==> src/rtl/lcyc_pkg.sv <==
package lcyc_pkg;

    typedef enum logic [1:0] {
        ACC_ZERO = 2'd0,
        ACC_LOAD = 2'd1,
        ACC_ADD  = 2'd2
    } acc_op_e;

    typedef enum logic {
        WIN_ARMED = 1'b0,
        WIN_RUN   = 1'b1
    } win_state_e;

    typedef struct packed {
        logic    xfer;
        acc_op_e op;
    } win_ctl_t;

    // Two-bit signed step of one pulse strobe: 0, +1 or -1.
    function automatic logic signed [1:0] pulse_step(input logic vld, input logic neg);
        if (!vld)
            return 2'sd0;
        else if (neg)
            return -2'sd1;
        else
            return 2'sd1;
    endfunction

endpackage

==> src/rtl/lcyc_window_ctrl.sv <==
module lcyc_window_ctrl
    import lcyc_pkg::*;
#(
    parameter int CNT_W = 16
) (
    input  logic             clk,
    input  logic             rst,
    input  logic             lc_en,
    input  logic             zc,
    input  logic [CNT_W-1:0] half_cnt,
    output win_ctl_t         ctl
);

    localparam logic [CNT_W-1:0] ONE = CNT_W'(1);

    win_state_e       state_q;
    logic [CNT_W-1:0] left_q;
    logic [CNT_W-1:0] n_eff;
    logic             last_zc;

    assign n_eff   = (half_cnt == '0) ? ONE : half_cnt;
    assign last_zc = (left_q <= ONE);

    always_comb begin
        ctl.xfer = 1'b0;
        ctl.op   = ACC_ZERO;
        if (lc_en) begin
            if (state_q == WIN_ARMED) begin
                ctl.op = zc ? ACC_LOAD : ACC_ZERO;
            end else if (zc && last_zc) begin
                ctl.xfer = 1'b1;
                ctl.op   = ACC_LOAD;
            end else begin
                ctl.op = ACC_ADD;
            end
        end
    end

    always_ff @(posedge clk) begin
        if (rst || !lc_en) begin
            state_q <= WIN_ARMED;
            left_q  <= '0;
        end else if (zc) begin
            if (state_q == WIN_ARMED) begin
                state_q <= WIN_RUN;
                left_q  <= n_eff;
            end else begin
                left_q  <= last_zc ? n_eff : left_q - ONE;
            end
        end
    end

endmodule

==> src/rtl/lcyc_phase_chan.sv <==
module lcyc_phase_chan
    import lcyc_pkg::*;
#(
    parameter int ACC_W = 32
) (
    input  logic             clk,
    input  logic             rst,
    input  logic             lc_en,
    input  logic             clr_on_rd,
    input  logic             rd_clr,
    input  logic             vld,
    input  logic             neg,
    input  win_ctl_t         ctl,
    output logic [ACC_W-1:0] vis
);

    logic signed [1:0]       step2;
    logic signed [ACC_W-1:0] delta;
    logic signed [ACC_W-1:0] acc_q;
    logic signed [ACC_W-1:0] vis_q;

    assign step2 = pulse_step(vld, neg);
    assign delta = {{(ACC_W-2){step2[1]}}, step2};

    // Hidden integrator used only in line-cycle mode.
    always_ff @(posedge clk) begin
        if (rst) begin
            acc_q <= '0;
        end else begin
            unique case (ctl.op)
                ACC_LOAD: acc_q <= delta;
                ACC_ADD:  acc_q <= acc_q + delta;
                default:  acc_q <= '0;
            endcase
        end
    end

    // Visible register: snapshot in line-cycle mode, running count otherwise.
    always_ff @(posedge clk) begin
        if (rst) begin
            vis_q <= '0;
        end else if (lc_en) begin
            if (ctl.xfer)
                vis_q <= acc_q;
        end else if (clr_on_rd && rd_clr) begin
            vis_q <= delta;
        end else begin
            vis_q <= vis_q + delta;
        end
    end

    assign vis = vis_q;

endmodule

==> src/rtl/lcyc_energy_latch.sv <==
module lcyc_energy_latch
    import lcyc_pkg::*;
#(
    parameter int NPH   = 3,
    parameter int ACC_W = 32,
    parameter int CNT_W = 16
) (
    input  logic                 clk,
    input  logic                 rst,
    input  logic                 lc_mode_en,
    input  logic                 clr_on_rd_en,
    input  logic [CNT_W-1:0]     half_cyc_cnt,
    input  logic                 zc_strobe,
    input  logic [NPH-1:0]       pulse_vld,
    input  logic [NPH-1:0]       pulse_neg,
    input  logic [NPH-1:0]       rd_clr,
    output logic [NPH*ACC_W-1:0] energy_out,
    output logic                 xfer_done
);

    win_ctl_t ctl;
    logic     done_q;

    lcyc_window_ctrl #(.CNT_W(CNT_W)) u_win (
        .clk      (clk),
        .rst      (rst),
        .lc_en    (lc_mode_en),
        .zc       (zc_strobe),
        .half_cnt (half_cyc_cnt),
        .ctl      (ctl)
    );

    for (genvar p = 0; p < NPH; p++) begin : g_ph
        lcyc_phase_chan #(.ACC_W(ACC_W)) u_chan (
            .clk       (clk),
            .rst       (rst),
            .lc_en     (lc_mode_en),
            .clr_on_rd (clr_on_rd_en),
            .rd_clr    (rd_clr[p]),
            .vld       (pulse_vld[p]),
            .neg       (pulse_neg[p]),
            .ctl       (ctl),
            .vis       (energy_out[p*ACC_W +: ACC_W])
        );
    end

    always_ff @(posedge clk) begin
        if (rst)
            done_q <= 1'b0;
        else
            done_q <= ctl.xfer;
    end

    assign xfer_done = done_q;

endmodule

==> config.mk <==
export PLATFORM = sky130hd
export DESIGN_NAME = lcyc_energy_latch
export DESIGN_NICKNAME = d
export VERILOG_FILES = /design/src/rtl/lcyc_pkg.sv /design/src/rtl/lcyc_window_ctrl.sv /design/src/rtl/lcyc_phase_chan.sv /design/src/rtl/lcyc_energy_latch.sv
export SDC_FILE = /design/constraint.sdc
export NUM_CORES = 1
export LEC_CHECK = 0
export BUFFER_PORTS_ARGS = -buffer_cell sky130_fd_sc_hd__buf_4
export CAP_MARGIN = 40
export CORE_MARGIN = 2
export CORE_UTILIZATION = 30
export CTS_BUF_LIST = sky130_fd_sc_hd__clkbuf_16
export DETAILED_ROUTE_END_ITERATION = 8
export GPL_TIMING_DRIVEN = 1
export HOLD_SLACK_MARGIN = 0.02
export SETUP_SLACK_MARGIN = 0.02
export SKIP_CTS_REPAIR_TIMING = 1
export SLEW_MARGIN = 10
export SYNTH_ARGS = -nofsm -noshare
export SYNTH_HDL_FRONTEND = slang
export SYNTH_SLANG_ARGS = --single-unit
==> constraint.sdc <==
create_clock -name clk -period 12 [get_ports clk]
set_input_delay 1.2 -clock clk [delete_from_list [all_inputs] [get_ports clk]]
set_output_delay 1.2 -clock clk [all_outputs]
set_load 0.03 [all_outputs]
# Word-level counts from Yosys, hierarchy flattened

Cells that the tools add are included.
W data, S select, Z words.

$add $sub $neg: 7
Magnitude comparators: 1
Eq/ne operators: 3
Multiplexer cells: 27
Reduce and logical (&&, ||, !) cells: 7

Operators by type and width:

| kind                    | number |
|---|---|
| $mux W32                | 9 |
| $add A32 B2 Y32         | 6 |
| $pmux W32 S2            | 3 |
| $mux W16                | 3 |
| $le A16 B1 Y1 const B   | 1 |
| $logic_not A16 Y1       | 1 |
| $mux W2                 | 8 |
| $sub A16 B1 Y16 const B | 1 |
| $logic_and A1 B1 Y1     | 4 |
| $mux W1                 | 3 |
| $mux W3                 | 1 |
| $eq A2 B1 Y1 const B    | 1 |
| $eq A2 B2 Y1 const B    | 1 |
| $ne A2 B1 Y1 const B    | 1 |
| $logic_not A1 Y1        | 1 |
| $logic_or A1 B1 Y1      | 1 |

Register bits: 210

# Longest topological paths before layout

Depth after elaboration: 7
Gate-level depth with buffers: 18
Gate-level depth less buffers: 13

# Hierarchy

From an unflattened synthesis, not the netlist that was laid out.

Cells, all modules: 2865
Area, all modules: 20542.2 um^2

By module, submodules not included:

| module                                | instances | cells each | area an instance (um^2) | seq. area each (um^2) |
|---|---|---|---|---|
| lcyc_phase_chan at g_ph[1].u_chan ... | 2         | 916        | 6496.2                  | 1281.2 |
| lcyc_phase_chan at g_ph[0].u_chan     | 1         | 886        | 6354.8                  | 1281.2 |
| lcyc_window_ctrl                      | 1         | 145        | 1161.1                  | 340.3 |
| lcyc_energy_latch                     | 1         | 2          | 33.8                    | 20.0 |

# Least setup slack after synthesis

Ideal clock, no wire load.

Path type: input to register
Start: input port pulse_neg[2]
End: register g_ph[2].u_chan.vis_q[22]
Setup time: 0.122 ns
Data arrival time: 4.635 ns
Slack: 7.243 ns
Stages: 17
Buffers on the path: 5
Cells stage by stage: buf_2 > nand2_4 > inv_2 > buf_6 > clkbuf_1 > clkbuf_1 > buf_1 > xnor2_1 > ha_1 > nand2_1 > or3_1 > a221o_1 > a21oi_1 > nor2_1 > xnor2_1 > a21oi_1 > a311o_1

Cells in the longest elaborated chain, start to end: 5

RTL lines:

| item                   | RTL line                | source |
|---|---|---|
| start: declaration     | lcyc_energy_latch.sv:15 | `input logic [NPH-1:0] pulse_neg,` |
| $mux W2 (*)            | lcyc_pkg.sv:23          | `else if (neg)` |
| $mux W2 (*)            | lcyc_pkg.sv:21          | `if (!vld)` |
| $add A32 B2 Y32        | lcyc_phase_chan.sv:48   | `vis_q <= vis_q + delta;` |
| $mux W32 (*)           | lcyc_phase_chan.sv:45   | `end else if (clr_on_rd && rd_clr) begin` |
| $mux W32 (*)           | lcyc_phase_chan.sv:42   | `end else if (lc_en) begin` |
| end signal: assignment | lcyc_phase_chan.sv:44   | `vis_q <= acc_q;` |
| end signal: assignment | lcyc_phase_chan.sv:46   | `vis_q <= delta;` |
| end signal: assignment | lcyc_phase_chan.sv:48   |  |
| end: declaration       | lcyc_phase_chan.sv:20   | `logic signed [ACC_W-1:0] vis_q;` |

Every way passes the cells marked *; elsewhere a longest branch is shown, timed or not.
A chain may end at the register's enable or synchronous reset.

# Final worst setup path

Start: input port pulse_vld[1]
End: register g_ph[1].u_chan.vis_q[20]

Cells in the longest elaborated chain, start to end: 4

RTL lines:

| item                   | RTL line                | source |
|---|---|---|
| start: declaration     | lcyc_energy_latch.sv:14 | `input logic [NPH-1:0] pulse_vld,` |
| $mux W2 (*)            | lcyc_pkg.sv:21          |  |
| $add A32 B2 Y32        | lcyc_phase_chan.sv:48   |  |
| $mux W32 (*)           | lcyc_phase_chan.sv:45   |  |
| $mux W32 (*)           | lcyc_phase_chan.sv:42   |  |
| end signal: assignment | lcyc_phase_chan.sv:44   |  |
| end signal: assignment | lcyc_phase_chan.sv:46   |  |
| end signal: assignment | lcyc_phase_chan.sv:48   |  |
| end: declaration       | lcyc_phase_chan.sv:20   |  |

Marks and branches as above.

==> impl_metrics.tcl <==
set metrics [dict create \
    cp_slowest_cell "inv_2" \
    cpLargestDelayFamily "simple AND/OR/NAND/NOR gates" \
    cts_buffer_depth 3 \
    portBuffers 126 \
    clock.fmax_mhz 226 \
    ys_top_cells_by_count "408 x nand2_1, 263 x nor2_1, 210 x dfxtp_1" \
    cp-end-kind "register" \
    yosysUniqueCellTypes 106 \
    p_leak_nw 7.46 \
    drt-vias-per-instance 6.00 \
    grt_max_degree 77 \
    syn2layout_area_growth_pct 10.3 \
    synth_edf_count 0 \
    syn_avg_cell_area_um2 6.95 \
    ys.flop_type "dfxtp_1" \
    hold_viol 0 \
    grt_first_pass_wirelength_um 110000 \
    outcome "complete, no violations" \
    hp-class "reg2reg" \
    cts_sinks 210 \
    drt_iter0_markers 2468 \
    vdd_drop_max_mv 0.111 \
    clk_pin_slew_worst_paths_ns 0.06 \
    path_max_fanout 42 \
    fin_nets 2747 \
    drive_gt1_share_pct 9.68 \
    core_region_area_mm2 0.0643 \
    antenna_found_initial 0 \
    dieArea_mm2 0.0671 \
    finClkSkew_ns 0.0225 \
    tritoncts "yes" \
    arrival_ns 4.93 \
    routed_wl_um 70400 \
    drv_cap 0 \
    rsz0062_at_grt "no" \
    critical_path_buf_inv_count 2 \
    pre_cts_ws_ns 7.05 \
    wire_per_inst_um 19.7 \
    reg2reg_slack_ns 7.82 \
    worstSkewPairLatency_ns 0.59 \
    antenna_left 0 \
    syn_area_mm2 0.0195 \
    cts-root-buf "clkbuf_16" \
    synth_most_common_cell "nand2_1" \
    gr-total-overflow 0 \
    ys_seq_elements 210 \
    synthArstFlopShare_pct 0 \
    groute.usage.overall_pct 20.0 \
    drc 0 \
    yosysTopAreaCell "dfxtp_1" \
    fp.dieH_um 259 \
    final-setup-viol-count 0 \
    fillers 6904 \
    crit_path_max_incr_delay_ns 0.70 \
    tns_ns 0 \
    yosysSeqAreaShare_pct 21.5 \
    cp_common_cell "xnor2_1" \
    row_count 93 \
    htreeDepth 1 \
    grt_pass1_vias 19202 \
    synth_area_leaders "dfxtp_1 22%, nand2_1 7.8%, xnor2_1 5.3%" \
    path_cells "buf_4 > nand2_4 > inv_2 > xnor2_1 > ha_1 > nand2_1 > or4_1 > a21boi_0 > a211o_1 > xnor2_1 > nor2_1 > mux2_2 > a311oi_1" \
    yosysWarnings 0 \
    slew_headroom_pct 42.4 \
    num_vias 21446 \
    fin_crit_ns 4.43 \
    first_pass_iters 6 \
    critical_path_class "in2reg" \
    fin_crit_sh_pct 36.9 \
    worst_slack_ns 7.57 \
    gp_congestion 0.929 \
    power_density_mw_per_mm2 111 \
    worst_pin_slew_ns 0.864 \
    syn_nets 2860 \
    die_x_um 259 \
    start_util_pct 30.3 \
    syn_inst 2809 \
    drv_slew 0 \
    dp_hpwl_um 48300 \
    ios 127 \
    numCtsBuffers 29 \
    critPathLaunchType "input port" \
    synth.top_cell.area_share_pct 21.5 \
    critPathRequiredTime_ns 12.50 \
]
placed cells by master, fill, tap and decap left out, types with 84 or more instances in the layout:
master	n
a21oi_1	178
buf_4	148
dfxtp_1	210
nand2_1	407
nand3_1	101
nor2_1	263
nor3_1	84
o21ai_0	162
xnor2_1	117
final timing paths:
check / start / end / cells past startpoint
max: pulse_vld[1] / g_ph[1].u_chan.vis[20]$_SDFFE_PP0P_ / 13
min: u_win.left_q[1]$_SDFFE_PP0P_ / u_win.left_q[1]$_SDFFE_PP0P_ / 2
max reg2reg: u_win.left_q[2]$_SDFFE_PP0P_ / g_ph[1].u_chan.acc_q[24]$_SDFF_PP0_ / 11
min reg2reg: u_win.left_q[1]$_SDFFE_PP0P_ / u_win.left_q[1]$_SDFFE_PP0P_ / 2
flip-flops by register name, indices dropped and copies added (netlist names):
name / cells
xfer_done: 1
g_ph.u_chan.vis: 96
u_win.state_q: 1
u_win.left_q: 16
g_ph.u_chan.acc_q: 96
worst register-to-register path: cells and delay by family, from the launching register on:
family                   cells  cell delay (ns)
buffers and inverters        1             0.41
AND/OR/NAND/NOR              9             3.09
flip-flops                   1             0.37
adder cells (fa/ha/maj)      1             0.25
final cells by class:
cell class,count,area [um^2],area share [%]
inverters,18,67.6,0.314
diodes,1,2.50,0.0116
clock buffers,29,726,3.37
well taps,855,1070,4.97
clock inverters,23,272,1.26
multi-input cells,2280,13900,64.6
flip-flops and latches,210,4200,19.5
repair buffers,157,1280,5.96
power by group:
group / internal (mW) / switching [mW] / total [mW]
clock network: 0.567 / 0.365 / 0.932
registers: 0.732 / 0.112 / 0.844
logic: 0.237 / 0.380 / 0.617
stage by stage:
stage	instance area [um^2]	power [mW]	cells	util, %	hold slack (ns)
after floorplan	19500	1.28	2809	-	0.455
after global placement	20300	1.46	3511	31.6	0.478
after detailed placement	20500	1.46	3520	31.9	0.484
after CTS	21500	2.40	3572	33.4	0.496
after global routing	21500	2.50	3572	33.4	0.522
final	21500	2.39	3573	33.4	0.493
kinds of logic (layout without fill, tap and decap cells):
group                      count (synthesis)  count (layout)  synth area share, %
muxes                                     84              84                 4.56
xor gates and xnor gates                 171             171                 7.71
buffers and inverters                    319             227                 7.30
and+or+nand+nor                         1232            1232                 30.8
DFF                                      210             210                 21.5
other                                      0               1                    0
adders and majority gates                 21              21                 1.35
AOI/OAI and AO/OA                        772             772                 26.7
per-layer routing:
layer	vias to the layer above	wire, um	track usage [%]
li1	10174	-	-
met1	10139	31000	28.1
met2	999	31500	31.3
met3	134	5900	2.89
met4	0	1960	6.23
met5	-	0	0
No activity file was read; power rests on OpenSTA's default activity.
